**src/rtl/serial_atten_pkg.sv**
```systemverilog
package serial_atten_pkg;

    // Default geometry of the control frame
    localparam int unsigned FRAME_BITS   = 16;
    localparam int unsigned WORD_BITS    = 8;
    localparam int unsigned CODE_BITS    = 7;
    localparam int unsigned ADDR_BITS    = 3;
    localparam int unsigned SYNC_DEPTH   = 2;

    // Bit positions of the serial pins inside the synchronizer vector
    typedef enum int unsigned {
        PIN_SI  = 0,
        PIN_CLK = 1,
        PIN_LE  = 2
    } pin_idx_e;

    localparam int unsigned PIN_COUNT = 3;

endpackage

```
**src/rtl/satt_sync.sv**
```systemverilog
module satt_sync #(
    parameter int unsigned WIDTH  = 3,
    parameter int unsigned STAGES = 2
) (
    input  logic             clk,
    input  logic             rst_n,
    input  logic [WIDTH-1:0] async_in,
    output logic [WIDTH-1:0] sync_out
);

    typedef struct packed {
        logic [STAGES-1:0][WIDTH-1:0] chain;
    } sync_st_t;

    sync_st_t st_d, st_q;

    always_comb begin
        st_d = st_q;
        st_d.chain[0] = async_in;
        for (int i = 1; i < int'(STAGES); i++) begin
            st_d.chain[i] = st_q.chain[i-1];
        end
    end

    always_ff @(posedge clk or negedge rst_n) begin
        if (!rst_n) begin
            st_q <= '0;
        end else begin
            st_q <= st_d;
        end
    end

    assign sync_out = st_q.chain[STAGES-1];

endmodule

```
**src/rtl/satt_edge.sv**
```systemverilog
module satt_edge #(
    parameter int unsigned WIDTH = 2
) (
    input  logic             clk,
    input  logic             rst_n,
    input  logic [WIDTH-1:0] level_in,
    output logic [WIDTH-1:0] rise_out
);

    typedef struct packed {
        logic [WIDTH-1:0] prev;
    } edge_st_t;

    edge_st_t st_d, st_q;

    always_comb begin
        st_d      = st_q;
        st_d.prev = level_in;
    end

    always_ff @(posedge clk or negedge rst_n) begin
        if (!rst_n) begin
            st_q <= '0;
        end else begin
            st_q <= st_d;
        end
    end

    assign rise_out = level_in & ~st_q.prev;

endmodule

```
**src/rtl/satt_shift.sv**
```systemverilog
module satt_shift #(
    parameter int unsigned FRAME_W = 16
) (
    input  logic               clk,
    input  logic               rst_n,
    input  logic               shift_en,
    input  logic               bit_in,
    output logic [FRAME_W-1:0] frame
);

    typedef struct packed {
        logic [FRAME_W-1:0] bits;
    } shift_st_t;

    shift_st_t st_d, st_q;

    // New bits enter at the top, so the first bit of a frame ends at bit 0
    always_comb begin
        st_d = st_q;
        if (shift_en) begin
            st_d.bits = {bit_in, st_q.bits[FRAME_W-1:1]};
        end
    end

    always_ff @(posedge clk or negedge rst_n) begin
        if (!rst_n) begin
            st_q <= '0;
        end else begin
            st_q <= st_d;
        end
    end

    assign frame = st_q.bits;

endmodule

```
**src/rtl/serial_atten_rx.sv**
```systemverilog
module serial_atten_rx
    import serial_atten_pkg::*;
#(
    parameter int unsigned FRAME_W   = FRAME_BITS,
    parameter int unsigned WORD_W    = WORD_BITS,
    parameter int unsigned CODE_W    = CODE_BITS,
    parameter int unsigned ADDR_W    = ADDR_BITS,
    parameter int unsigned SYNC_N    = SYNC_DEPTH,
    parameter logic [CODE_W-1:0] RESET_CODE = '1
) (
    input  logic              clk,
    input  logic              rst_n,
    input  logic              ser_si,
    input  logic              ser_clk,
    input  logic              ser_le,
    input  logic [ADDR_W-1:0] dev_addr,
    output logic [CODE_W-1:0] atten_code,
    output logic              atten_upd
);

    localparam int unsigned ADDR_LSB = WORD_W;
    localparam int unsigned ADDR_TOP = ADDR_LSB + ADDR_W;
    localparam int unsigned EDGE_W   = 2;

    logic [PIN_COUNT-1:0] pins_raw, pins_s;
    logic [EDGE_W-1:0]    lvl, rise;
    logic                 le_s, clk_rise, le_rise, shift_en;
    logic [FRAME_W-1:0]   frame_w;
    logic                 addr_hit, guard_ok, accept;
    logic                 unused_hi;

    assign pins_raw[PIN_SI]  = ser_si;
    assign pins_raw[PIN_CLK] = ser_clk;
    assign pins_raw[PIN_LE]  = ser_le;

    satt_sync #(
        .WIDTH  (PIN_COUNT),
        .STAGES (SYNC_N)
    ) u_sync (
        .clk      (clk),
        .rst_n    (rst_n),
        .async_in (pins_raw),
        .sync_out (pins_s)
    );

    assign le_s   = pins_s[PIN_LE];
    assign lvl[0] = pins_s[PIN_CLK];
    assign lvl[1] = le_s;

    satt_edge #(
        .WIDTH (EDGE_W)
    ) u_edge (
        .clk      (clk),
        .rst_n    (rst_n),
        .level_in (lvl),
        .rise_out (rise)
    );

    assign clk_rise = rise[0];
    assign le_rise  = rise[1];
    assign shift_en = clk_rise & ~le_s;

    satt_shift #(
        .FRAME_W (FRAME_W)
    ) u_shift (
        .clk      (clk),
        .rst_n    (rst_n),
        .shift_en (shift_en),
        .bit_in   (pins_s[PIN_SI]),
        .frame    (frame_w)
    );

    // Only the low address bits are compared; the rest of the address byte is ignored
    assign addr_hit  = (frame_w[ADDR_TOP-1:ADDR_LSB] == dev_addr);
    assign unused_hi = ^frame_w[FRAME_W-1:ADDR_TOP];

    generate
        if (WORD_W > CODE_W) begin : g_guard
            assign guard_ok = (frame_w[WORD_W-1:CODE_W] == '0);
        end else begin : g_noguard
            assign guard_ok = 1'b1;
        end
    endgenerate

    assign accept = le_rise & addr_hit & guard_ok;

    typedef struct packed {
        logic [CODE_W-1:0] code;
        logic              upd;
    } out_st_t;

    out_st_t st_d, st_q;

    always_comb begin
        st_d     = st_q;
        st_d.upd = 1'b0;
        if (accept) begin
            st_d.code = frame_w[CODE_W-1:0];
            st_d.upd  = 1'b1;
        end
    end

    always_ff @(posedge clk or negedge rst_n) begin
        if (!rst_n) begin
            st_q.code <= RESET_CODE;
            st_q.upd  <= 1'b0;
        end else begin
            st_q <= st_d;
        end
    end

    assign atten_code = st_q.code;
    assign atten_upd  = st_q.upd;

endmodule

```
**config.mk**
```make
export PLATFORM = sky130hd
export DESIGN_NAME = serial_atten_rx
export DESIGN_NICKNAME = d
export VERILOG_FILES = /design/src/rtl/serial_atten_pkg.sv /design/src/rtl/satt_sync.sv /design/src/rtl/satt_edge.sv /design/src/rtl/satt_shift.sv /design/src/rtl/serial_atten_rx.sv
export SDC_FILE = /design/constraint.sdc
export NUM_CORES = 1
export LEC_CHECK = 0
export ABC_AREA = 1
export BUFFER_PORTS_ARGS = -buffer_cell sky130_fd_sc_hd__buf_2
export CAP_MARGIN = 5
export CELL_PAD_IN_SITES_DETAIL_PLACEMENT = 0
export CELL_PAD_IN_SITES_GLOBAL_PLACEMENT = 1
export CORE_MARGIN = 2
export CORE_UTILIZATION = 43
export DETAILED_ROUTE_END_ITERATION = 10
export GPL_TIMING_DRIVEN = 1
export MAX_ROUTING_LAYER = met4
export PLACE_DENSITY = 0.75
export SETUP_SLACK_MARGIN = 0.05
export SYNTH_ARGS = -nofsm -noshare
export SYNTH_HDL_FRONTEND = slang
export SYNTH_SLANG_ARGS = --single-unit
```
**constraint.sdc**
```tcl
create_clock -name clk -period 1.4 [get_ports clk]
set_input_delay 0.28 -clock clk [delete_from_list [all_inputs] [get_ports clk]]
set_output_delay 0.28 -clock clk [all_outputs]
set_load 0.02 [all_outputs]
```
==> results by group <==
Clocking
  • Num Clock Sinks: 32
  • CTS tree: done
  • Clock Tree Buf Depth: 2
  • Worst skew pair latency: 0.32 ns
  • Number of H-tree levels: 2
  • Worst-path clk slew: 0.10 ns
  • CTS Buf Count: 5
  • Setup Fix Bufs, Post-CTS: 0
  • Clock Tree Root: clkbuf_4

Floorplanning
  • IO Count: 16
  • Die Ht: 57.4 um
  • Core area: 0.00273 mm^2
  • Starting density of the core: 44.9%
  • Placement Rows: 19
  • Die area: 0.00329 mm^2
  • Horiz. Die Dim: 57.4 um

Pwr
  • Sw frac: 28.6%
  • Internal: 1850 uW
  • Comb pwr share: 20.7%
  • Power share of the clock group: 29.5%
  • P_sw: 743 uW
  • Maximum VDD drop: 0.00108 V
  • Leak: 0.000771 uW
  • Pwr/cell area: 1810 mW/mm^2
  • Reg power frac: 49.8%

Synthesis
  • Post-Syn Area per Cell: 10.4 um^2
  • Yosys warning count: 0
  • Syn_nets: 126
  • Mapped cell area: 0.00123 mm^2
  • Register area share after synthesis: 66.0%
  • Number of synthesized register bits: 32
  • Library cells used by synthesis: 15
  • Cells after Synth: 118

Drt
  • Drt initial violations: 18
  • WL/cell: 9.67 um
  • Drt pass-1 iters: 4
  • Routed WL: 1650 um
  • Vias: 777
  • Via density: 4.54
  • DRC Markers: 0
  • Number of routed nets with antenna violations: 0

Critical path
  • WP buf/inv: 1
  • Worst-path cell chain: buf_2
  • Critical path arrival: 1.01 ns
  • WP data required: 1.12 ns
  • RR Endpoint: u_shift.frame[12]
  • Crit Path Class: reg -> out
  • Critical path's slowest cell: dfstp_2
  • Reg2Reg Setup Slack: 0.30 ns
  • Register-to-Register Path Depth: 3
  • CP Capture Type: output port
  • CP delay by family, top: flip-flops
  • Critical path launch point type: flip-flop
  • Crit-path max cell delay: 0.54 ns
  • Critical R2R Launch: u_sync.sync_out[2]
  • Worst-path maximum fanout: 2

Global routing
  • Initial antenna violation count: 0
  • First-pass GRT wire length: 3060 um
  • Largest net degree at the start of global routing: 33
  • Gr usage total: 13.1%
  • Vias in the first global route: 733
  • Grt total ovfl: 0

STA
  • Tightest Pin Transition: 0.382 ns
  • Setup_tns: 0 ns
  • Final setup vio count: 0
  • Worst Skew: 0.00917 ns
  • RSZ-0062 raised after global routing: false
  • Period minus WS final: 1.29 ns
  • Relative slew slack: 74.5%
  • Period utilisation layout: 92.3%
  • Fin. max-slew vios: 0
  • Fin. Hold Viols: 0
  • Max Fclk: 774 MHz

Layout
  • ANT cells: 0
  • Nets: 147
  • Final Util: 52.6%
  • Most frequent cells in the layout: nand2_1 (28), dfrtp_1 (25), buf_2 (15)
  • Syn-to-layout area delta: 17.2%
  • Commonest non-fill, non-tap cell in the layout: nand2_1
  • Share of layout cells above drive strength 1: 30.7%

Job
  • Max Cap Violations: 0

Worst hold path
  • Hold Crit Start: ser_clk
  • WHS Endpoint: u_sync.st_d[4]
  • Hold Crit Class: in -> reg
  • Hold path depth: 1

Run status
  • Status: finished, final reports clean

Placed design
  • RePlAce Congestion: 0.705
  • Half-perimeter wire length after placement: 1110 um
  • PortBufs: 15
-- power groups by stage --
stage | Sequential [uW] | Combinational, uW | Clock, uW
floorplan | 1420 | 275 | 0
global route | 1320 | 614 | 840
detailed placement | 1310 | 547 | 0
CTS | 1290 | 551 | 790
finish | 1290 | 538 | 765
global placement | 1310 | 541 | 0
-- registers in the layout, indices dropped and copies added (netlist names) --
register,cells
u_shift.frame,16
atten_code,7
u_sync.st_d,3
u_sync.sync_out,3
u_edge.st_q,2
atten_upd,1
-- layer usage --
metal	vias up	track usage (%)	part of all wire (%)
li1	404	-	-
met1	353	15.5	47
met2	15	18.8	46
met3	5	5.44	5.3
met4	0	6.98	1.6
met5	-	-	0
-- Yosys cell counts (all sizes together) --
cell type  instances  area share (%)
buf                3             1.2
dfrtp             25              51
dfstp              7              15
o21ai             10             4.1
nand3b             1             1.6
nand2             34              12
nor2               8             4.4
a21oi              6             2.4
nand3              8             3.3
inv               16             4.9
-- per-stage QoR --
stage               power (uW)  hold slack, ns  area (um^2)  instances  setup slack, ns
detailed placement        1860           0.318         1330        162            0.288
floorplan                 1700         -0.0156         1230        118            0.420
CTS                       2640          0.0486         1440        171           0.0868
global route              2780          0.0316         1440        171           0.0525
global placement          1850           0.314         1330        162            0.307
finish                    2600          0.0642         1440        171            0.108
-- final cells by class --
cell class                      instances  area, um^2
Fill cell                             266        1300
Sequential cell                        32         810
Multi-Input combinational cell         67         342
Timing Repair Buffer                   17        92.6
Clock buffer                            7        65.1
Inverter                               16        60.1
Tap cell                               31        38.8
Clock inverter                          1        30.0
-- logic make-up (layout without fill, tap and decap cells) --
group                  after synthesis  after routing  share of synthesized area, %
and+or+nand+nor                     51             51                          21.3
AOI/OAI and AO/OA                   16             16                          6.53
buffers and inverters               19             41                          6.12
DFF                                 32             32                          66.0
-- what timing repair did --
item | in CTS | in global routing
gates resized for setup | 0 | 0
hold endpoints to repair | 25 | 0
hold buffers | 1 | 0
-- how the worst max path moves through the flow --
stage                     slack (ns)            end  depth (start not counted)              from
after CTS                       0.09  atten_code[0]                          1     atten_code[0]
after global placement          0.31  atten_code[6]                          6  u_shift.frame[7]
after detailed placement        0.29  atten_code[1]                          6  u_shift.frame[7]
after floorplan                 0.42  atten_code[0]                          6  u_shift.frame[7]
final                           0.11  atten_code[0]                          1     atten_code[0]
after global routing            0.05  atten_code[3]                          1     atten_code[3]
(Power assumes the default switching activity.)
